`src/rtl/adpcm_dec_pkg.sv`:
```
// Package: shared code layout and the step-adaptation factor lookup.
// Assumes 3-bit magnitude; factors are fixed by the decoding scheme.
package adpcm_dec_pkg;

    localparam int FACTOR_W = 10;

    typedef struct packed {
        logic       neg;
        logic [2:0] mag;
    } adpcm_code_t;

    // Step multiplier (in 1/256 units) indexed by code magnitude.
    function automatic logic [FACTOR_W-1:0] step_factor(input logic [2:0] m);
        case (m)
            3'd4:    step_factor = FACTOR_W'(307);
            3'd5:    step_factor = FACTOR_W'(409);
            3'd6:    step_factor = FACTOR_W'(512);
            3'd7:    step_factor = FACTOR_W'(614);
            default: step_factor = FACTOR_W'(230);
        endcase
    endfunction

endpackage

```
`src/rtl/adpcm_delta_gen.sv`:
```
// Difference generator: scales the odd multiplier (2m+1) by the step,
// divides by 8, limits to the largest positive accumulator value and
// applies the code's sign. Purely combinational.
module adpcm_delta_gen
    import adpcm_dec_pkg::*;
#(
    parameter int ACC_W  = 16,
    parameter int STEP_W = 15
) (
    input  adpcm_code_t              code_in,
    input  logic [STEP_W-1:0]        step,
    output logic signed [ACC_W-1:0]  delta
);
    localparam int PROD_W = STEP_W + 4;
    localparam logic [PROD_W-1:0] DMAX = PROD_W'((2 ** (ACC_W - 1)) - 1);

    logic [3:0]        odd_mult;
    logic [PROD_W-1:0] prod;
    logic [PROD_W-1:0] scaled;
    logic [ACC_W-1:0]  mag_sat;

    // Form (2m+1)*step and divide by eight.
    always_comb begin
        odd_mult = {code_in.mag, 1'b1};
        prod     = PROD_W'(odd_mult) * PROD_W'(step);
        scaled   = prod >> 3;
    end

    // Limit the magnitude and apply the direction bit.
    always_comb begin
        if (scaled > DMAX) mag_sat = ACC_W'(DMAX);
        else               mag_sat = ACC_W'(scaled);
        delta = code_in.neg ? -$signed(mag_sat) : $signed(mag_sat);
    end

endmodule

```
`src/rtl/adpcm_leak_sum.sv`:
```
// Leak-and-add stage: decays the previous accumulator by LEAK_NUM/2^LEAK_SHIFT
// (floor, arithmetic) and adds the signed difference with saturation to the
// accumulator range. Assumes LEAK_NUM < 2^LEAK_SHIFT so the decayed value fits.
module adpcm_leak_sum #(
    parameter int ACC_W      = 16,
    parameter int LEAK_NUM   = 254,
    parameter int LEAK_SHIFT = 8
) (
    input  logic signed [ACC_W-1:0] acc,
    input  logic signed [ACC_W-1:0] delta,
    output logic signed [ACC_W-1:0] acc_next
);
    localparam int LN_W  = $clog2(LEAK_NUM + 1);
    localparam int MUL_W = ACC_W + LN_W + 1;
    localparam int SUM_W = ACC_W + 1;
    localparam logic signed [MUL_W-1:0] LEAK_K = MUL_W'(LEAK_NUM);
    localparam logic signed [ACC_W-1:0] ACC_MAX = {1'b0, {(ACC_W-1){1'b1}}};
    localparam logic signed [ACC_W-1:0] ACC_MIN = {1'b1, {(ACC_W-1){1'b0}}};

    logic signed [MUL_W-1:0] acc_ext;
    logic signed [MUL_W-1:0] prod;
    logic signed [ACC_W-1:0] leaked;
    logic signed [SUM_W-1:0] sum;

    // Scale the previous value by the leak factor.
    always_comb begin
        acc_ext = {{(MUL_W-ACC_W){acc[ACC_W-1]}}, acc};
        prod    = acc_ext * LEAK_K;
        leaked  = ACC_W'(prod >>> LEAK_SHIFT);
    end

    // Add with one guard bit and clip to the accumulator range.
    always_comb begin
        sum = {leaked[ACC_W-1], leaked} + {delta[ACC_W-1], delta};
        if (sum[SUM_W-1] != sum[SUM_W-2])
            acc_next = sum[SUM_W-1] ? ACC_MIN : ACC_MAX;
        else
            acc_next = ACC_W'(sum);
    end

endmodule

```
`src/rtl/adpcm_step_adapt.sv`:
```
// Step adaptation: multiplies the current step by the table factor for the
// code magnitude, divides by 256 and clamps to [STEP_MIN, STEP_MAX].
// Combinational; uses the step value from before the update.
module adpcm_step_adapt
    import adpcm_dec_pkg::*;
#(
    parameter int STEP_W   = 15,
    parameter int STEP_MIN = 127,
    parameter int STEP_MAX = 24576
) (
    input  logic [2:0]        mag,
    input  logic [STEP_W-1:0] step,
    output logic [STEP_W-1:0] step_next
);
    localparam int PROD_W = STEP_W + FACTOR_W;
    localparam logic [PROD_W-1:0] LO = PROD_W'(STEP_MIN);
    localparam logic [PROD_W-1:0] HI = PROD_W'(STEP_MAX);

    logic [PROD_W-1:0] prod;
    logic [PROD_W-1:0] scaled;

    // Apply the multiplier and the 1/256 scale.
    always_comb begin
        prod   = PROD_W'(step) * PROD_W'(step_factor(mag));
        scaled = prod >> 8;
    end

    // Hold the step inside its legal bounds.
    always_comb begin
        if (scaled < LO)      step_next = STEP_W'(LO);
        else if (scaled > HI) step_next = STEP_W'(HI);
        else                  step_next = STEP_W'(scaled);
    end

endmodule

```
`src/rtl/adpcm_leaky_decoder.sv`:
```
// Top: leaky 4-bit ADPCM decoder. Holds the running value and step in
// registers, updates both on each strobed code and presents the upper
// OUT_W bits of the new value one cycle later with a valid flag.
// Assumes a single clock; rst_n is synchronous and active low.
module adpcm_leaky_decoder
    import adpcm_dec_pkg::*;
#(
    parameter int ACC_W      = 16,
    parameter int OUT_W      = 12,
    parameter int STEP_MIN   = 127,
    parameter int STEP_MAX   = 24576,
    parameter int LEAK_NUM   = 254,
    parameter int LEAK_SHIFT = 8
) (
    input  logic             clk,
    input  logic             rst_n,
    input  logic             code_valid,
    input  logic [3:0]       code,
    output logic             sample_valid,
    output logic [OUT_W-1:0] sample
);
    localparam int STEP_W = $clog2(STEP_MAX + 1);

    adpcm_code_t              code_s;
    logic signed [ACC_W-1:0]  acc_q;
    logic [STEP_W-1:0]        step_q;
    logic signed [ACC_W-1:0]  delta;
    logic signed [ACC_W-1:0]  acc_next;
    logic [STEP_W-1:0]        step_next;

    assign code_s = adpcm_code_t'(code);

    adpcm_delta_gen #(.ACC_W(ACC_W), .STEP_W(STEP_W)) delta_i (
        .code_in (code_s),
        .step    (step_q),
        .delta   (delta)
    );

    adpcm_leak_sum #(.ACC_W(ACC_W), .LEAK_NUM(LEAK_NUM), .LEAK_SHIFT(LEAK_SHIFT)) leak_i (
        .acc      (acc_q),
        .delta    (delta),
        .acc_next (acc_next)
    );

    adpcm_step_adapt #(.STEP_W(STEP_W), .STEP_MIN(STEP_MIN), .STEP_MAX(STEP_MAX)) adapt_i (
        .mag       (code_s.mag),
        .step      (step_q),
        .step_next (step_next)
    );

    // Decoder state: update value and step on each strobed code.
    always_ff @(posedge clk) begin
        if (!rst_n) begin
            acc_q  <= '0;
            step_q <= STEP_W'(STEP_MIN);
        end else if (code_valid) begin
            acc_q  <= acc_next;
            step_q <= step_next;
        end
    end

    // Output register: valid one cycle after the strobe, sample held otherwise.
    always_ff @(posedge clk) begin
        if (!rst_n) begin
            sample_valid <= 1'b0;
            sample       <= '0;
        end else begin
            sample_valid <= code_valid;
            if (code_valid) sample <= acc_next[ACC_W-1 -: OUT_W];
        end
    end

endmodule

```
`config.mk`:
```
export PLATFORM = sky130hd
export DESIGN_NAME = adpcm_leaky_decoder
export DESIGN_NICKNAME = d
export VERILOG_FILES = /design/src/rtl/adpcm_dec_pkg.sv /design/src/rtl/adpcm_delta_gen.sv /design/src/rtl/adpcm_leak_sum.sv /design/src/rtl/adpcm_step_adapt.sv /design/src/rtl/adpcm_leaky_decoder.sv
export SDC_FILE = /design/constraint.sdc
export NUM_CORES = 1
export LEC_CHECK = 0
export BUFFER_PORTS_ARGS = -buffer_cell sky130_fd_sc_hd__clkbuf_2
export CAP_MARGIN = 20
export CORE_MARGIN = 3
export CORE_UTILIZATION = 65
export CTS_CLUSTER_DIAMETER = 120
export CTS_CLUSTER_SIZE = 24
export DETAILED_ROUTE_END_ITERATION = 7
export PLACE_DENSITY_LB_ADDON = 0.08
export SLEW_MARGIN = 20
export SYNTH_ARGS = -nofsm -noshare
export SYNTH_HDL_FRONTEND = slang
export SYNTH_SLANG_ARGS = --single-unit
```
`constraint.sdc`:
```
create_clock -name clk -period 14.9 [get_ports clk]
set_input_delay 0 -clock clk [delete_from_list [all_inputs] [get_ports clk]]
set_output_delay 0 -clock clk [all_outputs]
set_load 0.02 [all_outputs]
```
## After elaboration in Yosys (flattened, before gate mapping)

Index checks and enable logic that the tools add are counted.

- Output and inout bits: 13
- Logic and storage cells: 24
- Bits in registers: 44

- Mux-type cells: 7
- Add/sub/neg operators: 2
- $mul: 3
- Equality and inequality tests: 5
- Magnitude comparators: 3

Operators with widths:

| kind | number |
|---|---|
| $mux 16 | 4 |
| $pmux 10 s4 | 1 |
| $mux 15 | 2 |
| $mul 15x10->25 | 1 |
| $mul 16x8->23 const B | 1 |
| $mul 4x15->19 | 1 |
| $add 16x16->17 | 1 |
| $gt 17x15->1 const B | 1 |
| $lt 17x7->1 const B | 1 |
| $gt 16x15->1 const B | 1 |
| $neg 16->16 | 1 |
| $eq 3x3->1 const B | 4 |
| $ne 1x1->1 | 1 |

## Longest topological paths before layout

- Depth after elaboration: 8
- Depth in mapped cells: 38
- Depth with buffers taken out: 32

## Hierarchy

Synthesis repeated with hierarchy kept, for this count alone.

- Cells, all modules: 1533
- Area total of the unflattened synthesis: 12953.7 um^2

By module, submodules not included:

| module | area an instance (um^2) | cells an instance | seq. area each (um^2) | times used |
|---|---|---|---|---|
| adpcm_step_adapt | 4707.0 | 544 | 0.0 | 1 |
| adpcm_leak_sum | 4518.1 | 537 | 0.0 | 1 |
| adpcm_delta_gen | 2421.1 | 338 | 0.0 | 1 |
| adpcm_leaky_decoder | 1307.5 | 114 | 640.6 | 1 |

## Worst setup path after synthesis

OpenSTA, ideal clock, no wires.

- Kind: flip-flop to flip-flop
- Start: reg step_q[10]
- End: reg acc_q[3]
- Data arrival time: 7.328 ns
- Cell stages (with the launch flop): 34
- Data required time: 14.820 ns
- Setup time: 0.080 ns
- Buffers on the path: 4
- Slack: 7.492 ns
- Cell sequence: dfxtp_1 clkbuf_1 and2_1 fa_1 inv_1 fa_1 inv_1 ha_1 clkbuf_1 and3_1 and3_1 a211o_1 a2111oi_0 a21oi_1 xnor2_1 clkbuf_1 nand2_1 inv_1 ha_1 inv_1 a211o_1 nand3b_1 nand3b_1 nor4b_1 nor3_1 a211o_1 ha_1 o21ai_0 o31ai_1 nand2_1 a2bb2oi_1 clkbuf_1 nand3_1 o211ai_1

- Word-level cells in the longest chain between the ends: 8
- Elaborated cells on any way between the ends: 9
- Classes of those cells: 2 x add/sub; 1 x mul; 1 x order compare; 1 x eq/ne; 4 x mux

Ends and longest elaborated chain:

| what | line | RTL |
|---|---|---|
| from (decl) | adpcm_leaky_decoder.sv:26 | `logic [STEP_W-1:0] step_q;` |
| from (signal assigned) | adpcm_leaky_decoder.sv:55 | `step_q <= STEP_W'(STEP_MIN);` |
| from (signal assigned) | adpcm_leaky_decoder.sv:58 | `step_q <= step_next;` |
| $mul 4x15->19 * | adpcm_delta_gen.sv:25 | `prod = PROD_W'(odd_mult) * PROD_W'(step);` |
| $gt 16x15->1 | adpcm_delta_gen.sv:31 | `if (scaled > DMAX) mag_sat = ACC_W'(DMAX);` |
| $mux 16 * | adpcm_delta_gen.sv:31 |  |
| $neg 16->16 | adpcm_delta_gen.sv:33 | `delta = code_in.neg ? -$signed(mag_sat) : $signed(mag_sat);` |
| $mux 16 * | adpcm_delta_gen.sv:33 |  |
| $add 16x16->17 * | adpcm_leak_sum.sv:34 | `sum = {leaked[ACC_W-1], leaked} + {delta[ACC_W-1], delta};` |
| $mux 16 or $ne 1x1->1 (tied branches) | adpcm_leak_sum.sv:36, adpcm_leak_sum.sv:35 |  |
| $mux 16 * | adpcm_leak_sum.sv:35 | `if (sum[SUM_W-1] != sum[SUM_W-2])` |
| to (signal assigned) | adpcm_leaky_decoder.sv:57 | `acc_q <= acc_next;` |
| to (decl) | adpcm_leaky_decoder.sv:25 | `logic signed [ACC_W-1:0] acc_q;` |

Mark *: on every way between the ends. The rest lies on a longest branch, timed or not.
A chain may end at the register's enable or synchronous reset.

## Worst setup path after layout

- Start: reg step_q[2]
- End: reg acc_q[3]

Same word-level chain as after synthesis.

==> metrics <==
largest cells by area after synthesis fa_1 33%, ha_1 15%, inv_1 9.8%; Synth Area in Compound Gates 14.2%; CTS Root Cell clkbuf_16; synth warn 0; die height 142 um; drt total wl 27.2 mm; die area 0.0201 mm^2; status finished, final reports clean; Synth cell types 79; Detail Placement HPWL 23.3 mm; post-CTS sizing 0; CTS sink count 32; Final period util 58.1%; CP Capture Type flip-flop; setup TNS 0 ns; TritonCTS Buffers 5; Ports 20; final setup violating endpoints 0; vias in the first global route 9331; Post-synth ARST share 0%; Setup Fix Bufs, Post-CTS 0; most frequent cell after synthesis inv_1; max frequency 116 MHz; synthesized area 0.0120 mm^2; Final ANT Viol Nets 0; # rows 49; Worst Hold Class primary input to flip-flop; Max-Cap Viols 0; Slew HR 28.2%; wire per inst 16.9 um; max incr delay on CP 0.81 ns; number of buffers added on ports 19; share of cells above drive strength 1 4.05%; core area 0.0180 mm^2; Via Count 9444; initial antenna violation count 0; Max H-tree Level 2; Die W 142 um; largest net degree at the start of global routing 34; number of synthesized flops with an enable pin 0; P&R area growth vs syn 2.54%; cell count after synthesis 1405; cell taking the most area after synthesis fa_1; post-synth net total 1758; gr usage total 28.5%; FF+latch count, synth 32; insertion delay to the later sink of the worst-skew pair 0.28 ns; sequential area share after synthesis 5.34%; post-synthesis xor/xnor area fraction 4.23%; CP required 15.08 ns; max-slew violation count 0; actual slew at the worst max-slew pin 1.07 ns; Synth Area in Adders 48.6%; clock buffer depth 2; CP startpoint kind flip-flop; Max stage delay cell, worst path a2bb2oi_1; Final Hold Fails 0; Worst-path clk slew 0.06 ns; largest family of logic cells by synthesized area adder cells; post-synthesis simple-gate area fraction 15.7%; post-synth top area share 33.2%; Clock Skews 0.00213 ns; drt pass-1 iters 6; Critical Path AT 8.83 ns; Remaining DRCs 0; first-pass GRT wire length 46.5 mm; post-cts hold buffer count 0; nets@finish 1736; # fillers 1542; grt total ovfl 0; syn avg cell area 8.54 um^2; RSZ-0062 raised after global routing false; CP bufs+invs 4; CTS tree built; mux cell area share after synthesis 0.0834%; # diodes 0; most frequent cells after synthesis 312 x inv_1, 199 x fa_1, 147 x ha_1; DR iter-0 viols 719; Largest delay share family, worst path compound AO/OA/AOI/OAI gates; path type of the worst setup path flip-flop to flip-flop; Placer Congestion 0.943; Vias/cell 5.85; top_reg_cell synth dfxtp_1; Initial Utilization 66.6%; Tmin final 8.65 ns; CP max FO 12
==> through the flow <==
step	instance area, um^2	util (%)	setup slack (ns)	std cells	hold slack [ns]
4_1_cts	12300	68.3	6.44	1613	0.0157
3_3_place_gp	12200	67.5	6.70	1605	0.305
5_1_grt	12300	68.3	5.53	1613	0.0192
3_5_place_dp	12200	67.5	6.46	1605	0.306
2_1_floorplan	12000	-	7.49	1405	0.138
6_report	12300	68.3	6.25	1613	0.0201
==> worst register-to-register path: cells and delay by family, from the launching register on <==
| kind | cells | cell delay (ns) |
|---|---|---|
| adders and majority gates | 5 | 1.94 |
| xor gates and xnor gates | 1 | 0.10 |
| and+or+nand+nor | 8 | 2.03 |
| buffers and inverters | 4 | 0.35 |
| AOI/OAI and AO/OA | 12 | 3.60 |
| DFF | 1 | 0.55 |
==> area by class of cell <==
type                            count  area [um^2]  area share, %
Clock buffer                        5          125           1.02
Clock inverter                      3         18.8          0.153
Inverter                          313         1170           9.55
Multi-Input combinational cell   1008         9940           80.7
Sequential cell                    32          641           5.21
Tap cell                          229          287           2.33
Timing Repair Buffer               23          125           1.02
==> registers in the layout, summed over array words and instances, names as in the netlist <==
signal / count
acc_q: 16
step_q: 15
sample_valid: 1
==> per-layer routing <==
metal  wire (um)  track usage [%]
met1       12900             42.7
met4         378             4.44
met5           0                0
met3        1670             4.45
met2       12300             44.9
==> cells in the final DEF, fill, tap and decap left out, types with 32 or more instances in the layout <==
cell	synthesis	routed
a21oi_1	66	66
and2_1	70	70
dfxtp_1	32	32
fa_1	199	199
ha_1	147	147
inv_1	312	312
nand2_1	112	112
nor2_1	47	47
o21ai_0	35	35
xnor2_1	40	40
==> final timing paths <==
check	slack, ns	to	start	cells after the start
worst max-delay path	6.25	acc_q[3]	step_q[2]	30
worst min-delay path	0.02	acc_q[0]	rst_n	3
worst max register to register	6.25	acc_q[3]	step_q[2]	30
worst min register to register	0.60	step_q[1]	step_q[1]	2
==> logic make-up (layout without fill, tap and decap cells) <==
group,Yosys count,count (layout)
AOI/OAI and AO/OA,244,244
xor gates and xnor gates,58,58
and+or+nand+nor,358,358
adders and majority gates,347,347
DFF,32,32
muxes,1,1
buffers and inverters,365,344
Power is not shown: default switching activity piles up to over one toggle a cycle in this logic, so the estimate is an artifact.
